===== config.mk =====
export PLATFORM = sky130hd
export DESIGN_NAME = conflict_claim
export DESIGN_NICKNAME = d
export VERILOG_FILES = /design/src/rtl/conflict_claim_pkg.sv /design/src/rtl/cc_slot_mux.sv /design/src/rtl/cc_addr_match.sv /design/src/rtl/cc_first_free.sv /design/src/rtl/conflict_claim.sv
export SDC_FILE = /design/constraint.sdc
export NUM_CORES = 1
export LEC_CHECK = 0
export BUFFER_PORTS_ARGS = -buffer_cell sky130_fd_sc_hd__buf_2
export CORE_AREA = 2 2 529 531
export DETAILED_ROUTE_END_ITERATION = 10
export DIE_AREA = 0 0 531 533
export GPL_TIMING_DRIVEN = 0
export PLACE_DENSITY = 0.3
export SYNTH_ARGS = -nofsm -noshare
export SYNTH_HDL_FRONTEND = slang
export SYNTH_SLANG_ARGS = --single-unit

===== constraint.sdc =====
create_clock -name clk_i -period 4.1 [get_ports clk_i]
set_input_delay 0.41 -clock clk_i [delete_from_list [all_inputs] [get_ports clk_i]]
set_output_delay 0.41 -clock clk_i [all_outputs]
set_load 0.03 [all_outputs]

===== src/rtl/conflict_claim_pkg.sv =====
package conflict_claim_pkg;

  typedef enum logic {
    ST_IDLE = 1'b0,
    ST_SCAN = 1'b1
  } scan_st_e;

  function automatic int width_of(input int n);
    return (n > 1) ? $clog2(n) : 1;
  endfunction

endpackage


===== src/rtl/cc_slot_mux.sv =====
module cc_slot_mux #(
  parameter int NUM_SETS = 4,
  parameter int CMDS     = 16,
  parameter int ADDR_W   = 16,
  parameter int SET_W    = 2,
  parameter int SLOT_W   = 4
) (
  input  logic [NUM_SETS*CMDS-1:0]        en_i,
  input  logic [NUM_SETS*CMDS*ADDR_W-1:0] addr_i,
  input  logic [SET_W-1:0]                set_i,
  input  logic [SLOT_W-1:0]               slot_i,
  output logic                            en_o,
  output logic [ADDR_W-1:0]               addr_o
);
  localparam int NSLOT  = NUM_SETS * CMDS;
  localparam int FLAT_W = conflict_claim_pkg::width_of(NSLOT) + 1;

  logic [ADDR_W-1:0] addr_arr [NSLOT];
  logic [FLAT_W-1:0] flat;

  for (genvar k = 0; k < NSLOT; k++) begin : g_split
    assign addr_arr[k] = addr_i[k*ADDR_W +: ADDR_W];
  end

  assign flat   = FLAT_W'(set_i) * FLAT_W'(CMDS) + FLAT_W'(slot_i);
  assign en_o   = en_i[flat];
  assign addr_o = addr_arr[flat];
endmodule


===== src/rtl/cc_addr_match.sv =====
module cc_addr_match #(
  parameter int REQ_MAX = 16,
  parameter int ADDR_W  = 16,
  parameter int CNT_W   = 5
) (
  input  logic [REQ_MAX*ADDR_W-1:0] req_i,
  input  logic [CNT_W-1:0]          cnt_i,
  input  logic [ADDR_W-1:0]         addr_i,
  output logic                      match_o
);
  logic [REQ_MAX-1:0] hit_v;

  for (genvar j = 0; j < REQ_MAX; j++) begin : g_cmp
    assign hit_v[j] = (CNT_W'(j) < cnt_i) && (req_i[j*ADDR_W +: ADDR_W] == addr_i);
  end

  assign match_o = |hit_v;
endmodule


===== src/rtl/cc_first_free.sv =====
module cc_first_free #(
  parameter int NUM_SETS = 4,
  parameter int SET_W    = 2,
  parameter int GCNT_W   = 3
) (
  input  logic [NUM_SETS-1:0] in_use_i,
  input  logic [SET_W-1:0]    base_i,
  input  logic [GCNT_W-1:0]   cnt_i,
  output logic                found_o,
  output logic [SET_W-1:0]    idx_o
);
  // descending walk so the lowest qualifying index is written last
  always_comb begin
    found_o = 1'b0;
    idx_o   = '0;
    for (int i = NUM_SETS - 1; i >= 0; i--) begin
      if (i >= int'(base_i) && i < int'(base_i) + int'(cnt_i) && !in_use_i[i]) begin
        found_o = 1'b1;
        idx_o   = SET_W'(i);
      end
    end
  end
endmodule


===== src/rtl/conflict_claim.sv =====
module conflict_claim
  import conflict_claim_pkg::*;
#(
  parameter int NUM_SETS = 4,
  parameter int CMDS     = 16,
  parameter int REQ_MAX  = 16,
  parameter int ADDR_W   = 16,
  localparam int SET_W   = width_of(NUM_SETS),
  localparam int SLOT_W  = width_of(CMDS),
  localparam int CNT_W   = $clog2(REQ_MAX + 1),
  localparam int GCNT_W  = $clog2(NUM_SETS + 1),
  localparam int NSLOT   = NUM_SETS * CMDS
) (
  input  logic                       clk_i,
  input  logic                       rst_ni,
  input  logic                       start_i,
  input  logic [REQ_MAX*ADDR_W-1:0]  req_addr_i,
  input  logic [CNT_W-1:0]           req_cnt_i,
  input  logic [SET_W-1:0]           grp_base_i,
  input  logic [GCNT_W-1:0]          grp_cnt_i,
  input  logic [NSLOT-1:0]           slot_en_i,
  input  logic [NSLOT*ADDR_W-1:0]    slot_addr_i,
  input  logic [NUM_SETS-1:0]        release_i,
  output logic                       done_o,
  output logic                       busy_o,
  output logic                       grant_o,
  output logic [SET_W-1:0]           grant_idx_o,
  output logic [NUM_SETS-1:0]        in_use_o
);

  scan_st_e                  state_q;
  logic [SET_W-1:0]          set_q, base_q, last_set_q;
  logic [SLOT_W-1:0]         slot_q;
  logic [GCNT_W-1:0]         gcnt_q;
  logic [REQ_MAX*ADDR_W-1:0] req_q;
  logic [CNT_W-1:0]          rcnt_q;
  logic [NUM_SETS-1:0]       in_use_q;
  logic                      done_q, busy_q, grant_q;
  logic [SET_W-1:0]          gidx_q;

  logic                      cur_en, match, hit, scan_last, found, win;
  logic [ADDR_W-1:0]         cur_addr;
  logic [SET_W-1:0]          free_idx;
  logic [NUM_SETS-1:0]       grant_mask;
  logic [SET_W-1:0]          last_set_d;

  cc_slot_mux #(
    .NUM_SETS(NUM_SETS), .CMDS(CMDS), .ADDR_W(ADDR_W),
    .SET_W(SET_W), .SLOT_W(SLOT_W)
  ) u_mux (
    .en_i(slot_en_i), .addr_i(slot_addr_i),
    .set_i(set_q), .slot_i(slot_q),
    .en_o(cur_en), .addr_o(cur_addr)
  );

  cc_addr_match #(
    .REQ_MAX(REQ_MAX), .ADDR_W(ADDR_W), .CNT_W(CNT_W)
  ) u_match (
    .req_i(req_q), .cnt_i(rcnt_q), .addr_i(cur_addr), .match_o(match)
  );

  cc_first_free #(
    .NUM_SETS(NUM_SETS), .SET_W(SET_W), .GCNT_W(GCNT_W)
  ) u_free (
    .in_use_i(in_use_q), .base_i(base_q), .cnt_i(gcnt_q),
    .found_o(found), .idx_o(free_idx)
  );

  assign last_set_d = SET_W'(int'(grp_base_i) + int'(grp_cnt_i) - 1);
  assign hit        = (state_q == ST_SCAN) && in_use_q[set_q] && cur_en && match;
  assign scan_last  = (slot_q == SLOT_W'(CMDS - 1)) && (set_q == last_set_q);
  assign win        = (state_q == ST_SCAN) && !hit && scan_last && found;
  assign grant_mask = win ? (NUM_SETS'(1) << free_idx) : '0;

  always_ff @(posedge clk_i or negedge rst_ni) begin
    if (!rst_ni) begin
      state_q    <= ST_IDLE;
      set_q      <= '0;
      slot_q     <= '0;
      base_q     <= '0;
      last_set_q <= '0;
      gcnt_q     <= '0;
      req_q      <= '0;
      rcnt_q     <= '0;
      in_use_q   <= '0;
      done_q     <= 1'b0;
      busy_q     <= 1'b0;
      grant_q    <= 1'b0;
      gidx_q     <= '0;
    end else begin
      done_q   <= 1'b0;
      busy_q   <= 1'b0;
      grant_q  <= 1'b0;
      // grant wins over a release of the same set
      in_use_q <= (in_use_q & ~release_i) | grant_mask;
      unique case (state_q)
        ST_IDLE: begin
          if (start_i) begin
            if (grp_cnt_i == '0) begin
              done_q <= 1'b1;
              busy_q <= 1'b1;
            end else begin
              state_q    <= ST_SCAN;
              set_q      <= grp_base_i;
              slot_q     <= '0;
              base_q     <= grp_base_i;
              last_set_q <= last_set_d;
              gcnt_q     <= grp_cnt_i;
              req_q      <= req_addr_i;
              rcnt_q     <= req_cnt_i;
            end
          end
        end
        ST_SCAN: begin
          if (hit) begin
            state_q <= ST_IDLE;
            done_q  <= 1'b1;
            busy_q  <= 1'b1;
          end else if (scan_last) begin
            state_q <= ST_IDLE;
            done_q  <= 1'b1;
            busy_q  <= !found;
            grant_q <= found;
            if (found) gidx_q <= free_idx;
          end else if (slot_q == SLOT_W'(CMDS - 1)) begin
            slot_q <= '0;
            set_q  <= set_q + SET_W'(1);
          end else begin
            slot_q <= slot_q + SLOT_W'(1);
          end
        end
        default: state_q <= ST_IDLE;
      endcase
    end
  end

  assign done_o      = done_q;
  assign busy_o      = busy_q;
  assign grant_o     = grant_q;
  assign grant_idx_o = gidx_q;
  assign in_use_o    = in_use_q;

  p_result_needs_done_r11: assert property (@(posedge clk_i) disable iff (!rst_ni)
    (busy_o || grant_o) |-> done_o);

  p_single_result_r11: assert property (@(posedge clk_i) disable iff (!rst_ni)
    done_o |-> (busy_o ^ grant_o));

  p_hit_refuses_r5: assert property (@(posedge clk_i) disable iff (!rst_ni)
    hit |=> (done_o && busy_o && !grant_o));

  p_grant_claims_r6: assert property (@(posedge clk_i) disable iff (!rst_ni)
    grant_o |-> ((in_use_q & ~$past(in_use_q)) == (NUM_SETS'(1) << grant_idx_o)));

  p_grant_in_group_r6: assert property (@(posedge clk_i) disable iff (!rst_ni)
    grant_o |-> (int'(grant_idx_o) >= int'(base_q) &&
                 int'(grant_idx_o) < int'(base_q) + int'(gcnt_q)));

  p_release_clears_r10: assert property (@(posedge clk_i) disable iff (!rst_ni)
    (release_i != '0) |=> ((in_use_q & $past(release_i) & ~(grant_o ? (NUM_SETS'(1) << grant_idx_o) : '0)) == '0));

  p_req_held_r9: assert property (@(posedge clk_i) disable iff (!rst_ni)
    (state_q == ST_SCAN && $past(state_q == ST_SCAN)) |-> ($stable(rcnt_q) && $stable(base_q)));

endmodule


Word level (Yosys, flattened, before mapping). Index checks and enable logic that the tools add are counted.

Add/sub/neg operators: 6. Bitwise gates (word level): 7. Div/mod/pow operators: 0. Order comparisons: 26. Multipliers: 0. Multiplexer cells: 44. Shifts and indexed selects: 1. Reductions and logical operators: 42. Eq/ne operators: 23.

Operators by type and width (count): equality test 16 bit (16); binary-select mux 16 bit (select 6 bit) (1); < comparator 4 x 5 -> 1 bit (first input constant) (8); < comparator 1 x 32 -> 1 bit (first input constant) (1); < comparator 2 x 32 -> 1 bit (first input constant) (1); < comparator 3 x 32 -> 1 bit (first input constant) (1); two-way mux 16 bit (2); logical AND 1 bit (30); two-way mux 4 bit (6); < comparator 3 x 5 -> 1 bit (first input constant) (4); two-way mux 1 bit (19); two-way mux 2 bit (9); OR reduction 16 bit (1); < comparator 1 x 5 -> 1 bit (first input constant) (2); < comparator 2 x 5 -> 1 bit (first input constant) (2); >= comparator 8 x 7 -> 1 bit (second input constant) (1); inequality test 2 bit (second input constant) (4); NOT 7 -> 8 bit (1); one-hot mux 4 bit (2 select lines) (1); AND reduction 4 bit (2); adder 6 x 4 -> 7 bit (1); < comparator 7 bit (second input constant) (1); binary-select mux 1 bit (select 6 bit) (1); logical NOT 1 bit (6); 23 further kinds (28).

Flip-flop bits (word level): 284. Memory bits (writable): 0. Bits in latches: 0. Input bits: 1361. Logic and storage cells: 162. Output and inout bits: 9. Memory bits (read-only): 0. Memories: 0.

Logic depth before layout (Yosys ltp). Gate-level depths: netlist (run 1).

Depth after elaboration: 15. Mapped depth: 21.

Hierarchy. A second synthesis (run 1) with hierarchy kept.

Cells, all modules: 2315. Area, all modules: 23267.3 µm².

By module, submodules not included: conflict_claim (times used 1, cells each 1207, area an instance 10908.0 µm²); cc_slot_mux (times used 1, cells each 677, area an instance 8837.2 µm²); cc_addr_match (times used 1, cells each 406, area an instance 3345.7 µm²); cc_first_free (times used 1, cells each 25, area an instance 176.4 µm²).

Worst setup path before layout (run 1). No wires, ideal clock.

Path kind: reg-to-reg. From: register slot_q[0]. To: register busy_q (netlist: busy_o). Library setup time: 0.124 ns. Data arrival time: 4.145 ns. Path buffers: 6. Required time: 3.976 ns. Stages on the path, launching flop included: 17. Slack: -0.169 ns. Clock period less this slack: 4.269 ns. Cell sequence: dfrtp_1 buf_4 buf_6 buf_12 buf_8 mux4_2 mux4_2 mux2i_1 a22o_1 buf_2 buf_4 xnor2_1 nor4_1 or4_1 nor4_4 nor2_2 a211o_1.

Word-level cells in the longest chain between the ends: 11. Elaborated cells on any way between the ends: 47. Classes of those cells: add/sub (1); eq/ne (17); mux (8); bitwise (1); reduce/logical (20).

RTL lines: start: declaration (line conflict_claim.sv:33) `logic [SLOT_W-1:0] slot_q;`; start signal: assignment (line conflict_claim.sv:129) `slot_q <= slot_q + SLOT_W'(1);`; adder 6 x 4 -> 7 bit (line cc_slot_mux.sv:25) `assign flat = FLAT_W'(set_i) * FLAT_W'(CMDS) + FLAT_W'(slot_i);`; NOT 7 -> 8 bit (not written as such) (line cc_slot_mux.sv:27) `assign addr_o = addr_arr[flat];`; binary-select mux 16 bit (select 6 bit) (line cc_slot_mux.sv:27); two-way mux 16 bit (not written as such) (2 in series) (line cc_slot_mux.sv:27); equality test 16 bit (line cc_addr_match.sv:14) `assign hit_v[j] = (CNT_W'(j) < cnt_i) && (req_i[j*ADDR_W +: ADDR_W] == addr_i);`; logical AND 1 bit (line cc_addr_match.sv:14); OR reduction 16 bit (line cc_addr_match.sv:17) `assign match_o = |hit_v;`; logical AND 1 bit (line conflict_claim.sv:70) `assign hit = (state_q == ST_SCAN) && in_use_q[set_q] && cur_en && match;`; two-way mux 1 bit (*) (line conflict_claim.sv:115) `if (hit) begin`; one-hot mux 1 bit (2 select lines) (*) (line conflict_claim.sv:96) `unique case (state_q)`; end signal: assignment (line conflict_claim.sv:122) `busy_q <= !found;`; end: declaration (line conflict_claim.sv:38) `logic done_q, busy_q, grant_q;`.

Every way passes the cells marked *; elsewhere a longest branch is shown, timed or not. The select of a mux whose other input is x is not followed. A chain may end at the register's enable or synchronous reset.

Worst setup path in the final report (run 1).
From: register slot_q[0]. To: register slot_q[1].

Word-level cells in the longest chain between the ends: 11. Elaborated cells on any way between the ends: 52. Classes of those cells: add/sub (2); eq/ne (19); mux (9); bitwise (1); reduce/logical (21).

RTL lines (line): adder 6 x 4 -> 7 bit (cc_slot_mux.sv:25); NOT 7 -> 8 bit (not written as such) (cc_slot_mux.sv:27); binary-select mux 16 bit (select 6 bit) (cc_slot_mux.sv:27); two-way mux 16 bit (not written as such) (2 in series) (cc_slot_mux.sv:27); equality test 16 bit (cc_addr_match.sv:14); logical AND 1 bit (cc_addr_match.sv:14); OR reduction 16 bit (cc_addr_match.sv:17); logical AND 1 bit (conflict_claim.sv:70); inequality test 2 bit (no source line); AND reduction 4 bit (no source line).

Several ways; a longest one is shown, not always the timed one. The select of a mux whose other input is x is not followed.

==> results of run 1 <==
==> final cells by class <==
class | count | area share
tap | 3724 | 0.09946
clock buffer | 59 | 0.02551
buffer | 267 | 0.06936
antenna | 129 | 0.006891
multi-input combinational | 2466 | 0.3918
sequential | 284 | 0.1518
clock inverter | 18 | 0.007398
timing repair buffer | 1786 | 0.2467
inverter | 12 | 0.001042
==> how the worst max path moves through the flow <==
| stage | from | to | depth (start not counted) |
|---|---|---|---|
| after floorplan | slot_q[0]$_DFFE_PN0P_ | done_o$_DFF_PN0_ | 16 |
| after global placement | slot_q[2]$_DFFE_PN0P_ | done_o$_DFF_PN0_ | 16 |
| after detailed placement | slot_q[2]$_DFFE_PN0P_ | done_o$_DFF_PN0_ | 16 |
| after CTS | slot_q[0]$_DFFE_PN0P_ | slot_q[1]$_DFFE_PN0P_ | 23 |
| after global routing | slot_q[0]$_DFFE_PN0P_ | slot_q[2]$_DFFE_PN0P_ | 21 |
| final | slot_q[0]$_DFFE_PN0P_ | slot_q[1]$_DFFE_PN0P_ | 19 |
==> per-stage QoR <==
step,hold WS [ns],setup WS (ns)
floorplan,0.1144,-0.03622
global placement,0.4763,-5.293
detailed placement,0.2084,-4.848
CTS,0.0003742,-1.013
global route,0.01564,-1.073
finish,0.02890,-1.063
==> tightest hold or removal path, cell delays in order <==
cell and delay (ns):
buf_2 0.10, nand2_1 0.06, nand2_1 0.05
==> flip-flops by register name (all words and copies together) (netlist names) <==
signal	flops
req_q	256
rcnt_q	5
in_use_o	4
slot_q	4
gcnt_q	3
base_q	2
grant_idx_o	2
last_set_q	2
set_q	2
busy_o	1
done_o	1
grant_o	1
state_q	1
==> synth_stat cells, types with 4 or more instances <==
| library cell | count | area share |
|---|---|---|
| a211o_1 | 6 | 0.0021 |
| a211oi_1 | 7 | 0.0021 |
| a21o_1 | 27 | 0.0081 |
| a21oi_1 | 192 | 0.038 |
| a221oi_1 | 9 | 0.0032 |
| a22o_1 | 4 | 0.0014 |
| a22oi_1 | 180 | 0.054 |
| and2_1 | 7 | 0.0018 |
| and3_1 | 104 | 0.026 |
| and4_1 | 26 | 0.0091 |
| buf_1 | 14 | 0.0021 |
| buf_2 | 72 | 0.014 |
| buf_4 | 22 | 0.0066 |
| buf_6 | 34 | 0.015 |
| buf_8 | 6 | 0.0036 |
| clkbuf_1 | 129 | 0.019 |
| dfrtp_1 | 284 | 0.28 |
| ha_1 | 4 | 0.0020 |
| inv_1 | 12 | 0.0018 |
| mux2_2 | 6 | 0.0027 |
| mux2i_1 | 431 | 0.17 |
| mux4_2 | 64 | 0.058 |
| nand2_1 | 858 | 0.13 |
| nand2b_1 | 7 | 0.0018 |
| nand3_1 | 193 | 0.039 |
| nand3b_1 | 4 | 0.0012 |
| nand4_1 | 33 | 0.0083 |
| nand4b_1 | 29 | 0.010 |
| nor2_1 | 20 | 0.0030 |
| nor2b_1 | 8 | 0.0020 |
| nor3_1 | 17 | 0.0034 |
| nor4_1 | 45 | 0.011 |
| nor4b_1 | 23 | 0.0081 |
| o211ai_1 | 14 | 0.0042 |
| o21ai_0 | 16 | 0.0032 |
| or3_1 | 5 | 0.0013 |
| or4_1 | 16 | 0.0048 |
| xnor2_1 | 28 | 0.0098 |
| xor2_1 | 48 | 0.017 |
==> timing repair <==
action / CTS / global route
pin swaps: 82 / 40
hold endpoints to repair: 362 / 0
hold buffers: 171 / 0
setup buffers: 164 / 60
gates cloned: 10 / 6
gates resized for setup: 776 / 130
setup endpoints to repair: 16 / 16
==> routing by layer <==
metal  share of wire  wire length, µm
met2            0.44           148200
met1            0.43           145300
met4           0.047            15790
met5          0.0016              546
met3           0.073            24340
==> power breakdown <==
part           switching (mW)  internal, mW
combinational            23.3          15.3
clock                    1.60          2.56
sequential               1.62          4.11
==> logic make-up after synthesis <==
kind of cell,after synthesis
buffers and inverters,292
AO/OA/AOI/OAI,474
multiplexers,501
AND/OR/NAND/NOR,1409
flip-flops,284
XOR/XNOR,76
adder cells (fa/ha/maj),5
==> flow_metrics.py, run 1 <==
metrics = {
    "run_status": {
        "status": "finished with violations",
        "violations": "negative setup slack",
    },
    "job": {
        "cap_violations": 0,
    },
    "final_layout": {
        "layout_commonest_cell": "buf_2",
        "final_cell_mix": "buf_2 (1,376), nand2_1 (854), mux2i_1 (316)",
        "drive_gt1_frac": 0.4634,
        "fin_area_mm2": 0.04685,
        "stdcell_count": 8745,
        "multi_input_area_mm2": 0.01835,
        "final.fill_count": 31760,
        "final_core_util": 0.1686,
        "nets": 6225,
        "seqCellArea_mm2": 0.007112,
        "area_delta_synth_final_pct": 87.51,
    },
    "logic_synthesis": {
        "synth_edf_count": 0,
        "syn_nets": 4407,
        "postSynthRegisterBits": 284,
        "synth-seq-area-share": 0.2845,
        "synth_flop_cell": "dfrtp_1",
        "yosys.area_share.simple": 0.2649,
        "synthCells": 3041,
        "synth_area_mm2": 0.02498,
        "synth_compound_area_frac": 0.1225,
        "ys_types": 61,
        "ys_warn_count": 0,
        "synth_adder_area_share": 0.002804,
        "avgSynthCellArea_um2": 8.216,
        "synthMuxAreaShare": 0.2331,
        "synth_top_family_by_area": "simple AND/OR/NAND/NOR gates",
        "synth_xor_area_frac": 0.02664,
        "async_flop_share": 1.000,
    },
    "timing": {
        "worst_clock_skew_ns": 0.03794,
        "rsz0062_at_grt": "true",
        "clock.fmax_mhz": 193.7,
        "hold_viol": 0,
        "setup_viol": 16,
        "relSlewSlack": 0.1204,
        "min_period_over_period": 1.259,
        "worst_pin_slew_ns": 1.319,
        "finalSetupTns_ns": -16.08,
        "min_period_ns": 5.163,
        "setup_slack_ns": -1.063,
        "slew_violations": 0,
    },
    "min_path": {
        "hp-class": "primary input to flop",
        "whs_path_depth": 3,
        "min_from": "req_addr_i[26]",
        "min_to": "req_q[26]$_DFFE_PN0P_",
    },
    "placement": {
        "place_area_mm2": 0.03681,
        "gp_congestion": 0.9308,
        "hpwl_um": 278500,
        "io_buffers": 1369,
        "dp_cells": 8143,
    },
    "critical_path": {
        "crit_fanout": 8,
        "cpMaxStageDelayCell": "o211ai_1",
        "crit_arrival_ns": 5.69,
        "rr_worst_depth": 19,
        "cp-end-kind": "flop",
        "cp_cell_sequence": "buf_12 > buf_16 > buf_4 > mux4_2 > o211ai_1 > and4_4 > buf_6 > clkbuf_16 > buf_4 > and3_1 > nor4_1 > nand4_1 > nor4_2 > or4_4 > nor4_4 > buf_12 > buf_6 > mux2_4 > o211ai_1",
        "cpPeakStageDelay_ns": 0.62,
        "crit_family": "simple AND/OR/NAND/NOR gates",
        "crit_buf_inv": 8,
        "setup.worst_path.start_class": "flop",
        "r2r_end": "slot_q[1]$_DFFE_PN0P_",
        "reg2reg_setup_slack_ns": -1.06,
        "worst-setup-path-type": "flop to flop",
        "r2r-start": "slot_q[0]$_DFFE_PN0P_",
        "required_ns": 4.62,
    },
    "cts": {
        "clock_latency_ns": 0.61,
        "numClockSinks": 284,
        "cts_buffer_depth": 3,
        "cts_tree": "done",
        "path_clk_slew_ns": 0.06,
        "cts-root-buf": "clkbuf_16",
        "htreeDepth": 2,
        "cts_inserted_buffers": 42,
    },
    "die": {
        "io_pins": 1370,
        "core_area_mm2": 0.2779,
        "initial_core_util": 0.08989,
        "row_count": 194,
        "die_h_um": 533,
        "dieArea_mm2": 0.2830,
        "die_x_um": 531,
    },
    "route": {
        "drc": 0,
        "post_drt_wl_per_cell_um": 38.21,
        "ant_nets": 0,
        "wl_um": 334200,
        "drt_pass1_iterations": 6,
        "drtIter0Drc": 3199,
        "vias_per_cell": 4.012,
        "num_vias": 35090,
    },
    "grt": {
        "track_usage": 0.2255,
        "gr-total-overflow": 0,
        "met3_usage": 0.04594,
        "top_usage_layer": "met2",
        "grt_pass1_vias": 34450,
        "antenna_found_initial": 280,
        "gr-usage-met2": 0.3586,
        "grt_use_met1": 0.2973,
        "grt_pass1_wl_um": 404000,
        "grt_max_degree": 98,
    },
    "pwr": {
        "power_density_mw_per_mm2": 1034,
        "p_total_mw": 48.44,
        "vdd_drop_max_mv": 0.4401,
        "p_leak_nw": 21.89,
    },
}
Power figures use the tool's default switching activity.
==> run 2: changes to the inputs <==
--- a/config.mk
+++ b/config.mk
@@ -11,6 +11,7 @@
 export DIE_AREA = 0 0 531 533
 export GPL_TIMING_DRIVEN = 0
 export PLACE_DENSITY = 0.3
+export RECOVER_POWER = 50
 export SYNTH_ARGS = -nofsm -noshare
 export SYNTH_HDL_FRONTEND = slang
 export SYNTH_SLANG_ARGS = --single-unit
==> run 2 against run 1 <==
The flow finishes with violations (max-capacitance violations, max-slew violations, negative setup slack). Sequential share of layout area is essentially flat. Die area is the same. Sequential power is essentially flat. Global-route usage is the same. Clock-buffer cell count is the same. Clock power is essentially flat. Fmax is essentially flat. Wire length is essentially flat. First-iteration DRC count shrank 0.84%. Design area shrank 0.14%. Highest routed layer unchanged.
==> flow_metrics.py, run 2 (synthesis results as in run 1) <==
metrics = {
    "cts": {
        "cts_inserted_buffers": 42,
        "clock_latency_ns": 0.61,
        "cts_buffer_depth": 3,
        "path_clk_slew_ns": 0.06,
        "htreeDepth": 2,
        "cts_tree": "done",
        "cts-root-buf": "clkbuf_16",
        "numClockSinks": 284,
    },
    "critical_path": {
        "cp-end-kind": "flop",
        "required_ns": 4.62,
        "r2r_end": "slot_q[1]$_DFFE_PN0P_",
        "setup.worst_path.start_class": "flop",
        "reg2reg_setup_slack_ns": -1.06,
        "crit_fanout": 10,
        "rr_worst_depth": 21,
        "r2r-start": "slot_q[0]$_DFFE_PN0P_",
        "worst-setup-path-type": "flop to flop",
        "crit_arrival_ns": 5.68,
    },
    "placement": {
        "io_buffers": 1369,
        "hpwl_um": 278500,
        "gp_congestion": 0.9308,
        "dp_cells": 8143,
        "place_area_mm2": 0.03681,
    },
    "min_path": {
        "min_to": "req_q[26]$_DFFE_PN0P_",
        "min_from": "req_addr_i[26]",
        "whs_path_depth": 3,
        "hp-class": "primary input to flop",
    },
    "final_layout": {
        "multi_input_area_mm2": 0.01835,
        "stdcell_count": 8748,
        "layout_commonest_cell": "buf_2",
        "top_regs": "req_q (256), rcnt_q (5)",
        "fin_area_mm2": 0.04678,
        "seqCellArea_mm2": 0.007112,
        "largest_reg_flops": 256,
        "final_cell_mix": "buf_2 (1,376), nand2_1 (854), mux2i_1 (316)",
        "area_delta_synth_final_pct": 87.24,
        "regMostFlops": "req_q",
        "final.fill_count": 31770,
        "nets": 6225,
        "drive_gt1_frac": 0.4632,
    },
    "grt": {
        "grt_pass1_wl_um": 404000,
        "grt_pass1_vias": 34450,
        "gr-total-overflow": 0,
        "track_usage": 0.2255,
        "grt_max_degree": 98,
        "antenna_found_initial": 280,
    },
    "run_status": {
        "status": "finished with violations",
        "violations": "max-capacitance violations, max-slew violations, negative setup slack",
    },
    "route": {
        "wl_um": 334300,
        "drt_pass1_iterations": 5,
        "highest_layer": "met5",
        "wl_met2_um": 148400,
        "ant_nets": 0,
        "drc": 0,
        "vias_per_cell": 4.011,
        "post_drt_wl_per_cell_um": 38.21,
        "drtIter0Drc": 3172,
        "num_vias": 35090,
        "routed-wl-met3_um": 24270,
        "wl_met1_um": 145300,
    },
    "timing": {
        "finalSetupTns_ns": -16.10,
        "setup_slack_ns": -1.061,
        "worst_clock_skew_ns": 0.03695,
        "hold_viol": 0,
        "setup_viol": 16,
        "min_period_over_period": 1.259,
        "clock.fmax_mhz": 193.8,
        "min_period_ns": 5.161,
        "whs_ns": 0.02938,
        "relSlewSlack": -0.9069,
        "slew_violations": 193,
        "rsz0062_at_grt": "true",
        "worst_pin_slew_ns": 2.860,
    },
    "die": {
        "die_x_um": 531,
        "core_area_mm2": 0.2779,
        "initial_core_util": 0.08989,
        "io_pins": 1370,
        "dieArea_mm2": 0.2830,
        "die_h_um": 533,
        "row_count": 194,
    },
    "pwr": {
        "vdd_drop_max_mv": 0.4410,
        "p_leak_nw": 21.86,
        "power_density_mw_per_mm2": 1035,
        "p_total_mw": 48.44,
    },
    "job": {
        "cap_violations": 2,
    },
}
[run 2: changes by cell type in the layout (fill, tap and decap cells not counted), sizes merged]
cell and change:
clkbuf +3, diode +3, buf -3
[run 2: cell type report]
cell class,count,area share
tap,3724,0.09960
antenna,132,0.007061
inverter,12,0.001043
timing repair buffer,1786,0.2455
multi-input combinational,2466,0.3923
clock buffer,59,0.02554
sequential,284,0.1520
clock inverter,18,0.007409
buffer,267,0.06946
[run 2: worst max path at each step]
stage,startpoint,end,slack [ns],cells past startpoint
after detailed placement,slot_q[2]$_DFFE_PN0P_,done_o$_DFF_PN0_,-4.85,16
after floorplan,slot_q[0]$_DFFE_PN0P_,done_o$_DFF_PN0_,-0.04,16
after global placement,slot_q[2]$_DFFE_PN0P_,done_o$_DFF_PN0_,-5.29,16
after CTS,slot_q[0]$_DFFE_PN0P_,slot_q[1]$_DFFE_PN0P_,-1.01,23
after global routing,slot_q[0]$_DFFE_PN0P_,slot_q[2]$_DFFE_PN0P_,-1.07,21
final,slot_q[0]$_DFFE_PN0P_,slot_q[1]$_DFFE_PN0P_,-1.06,21
[run 2: stage by stage]
stage	setup slack (ns)	util
2_1_floorplan	-0.03622	-
4_1_cts	-1.013	0.1633
6_report	-1.061	0.1683
5_1_grt	-1.073	0.1677
3_3_place_gp	-5.293	0.1316
3_5_place_dp	-4.848	0.1324
[run 2: power breakdown]
part	switching (mW)	internal, mW	total (mW)
Combinational	23.3	15.3	38.5
Sequential	1.62	4.11	5.74
Clock	1.60	2.56	4.16
[run 2: critical path, cell delays in order (launching register included)]
cell      delay [ns]
dfrtp_2         0.55
buf_12          0.17
buf_16          0.17
buf_16          0.20
buf_16          0.20
buf_12          0.13
mux2i_4         0.53
a21oi_1         0.17
nand3_1         0.11
and4_4          0.24
buf_12          0.15
buf_12          0.17
nand3_1         0.08
nor3b_1         0.15
nand4_1         0.21
nor4_4          0.10
or4_4           0.55
nor4_4          0.35
buf_12          0.19
buf_6           0.12
mux2_4          0.29
o211ai_1        0.08
[run 2: metal layers]
metal	up-vias	track usage
met4	92	0.08600
met3	561	0.04594
met1	17530	0.2973
met2	2049	0.3586
li1	14860	-
met5	-	0
[run 2: repair_timing]
action	4_1_cts	5_1_grt
pin swaps	82	40
buffers inserted	164	60
hold buffers	171	0
endpoints found under the setup margin	16	16
endpoints found under the hold margin	362	0
resized for setup	776	130
gates cloned	10	6
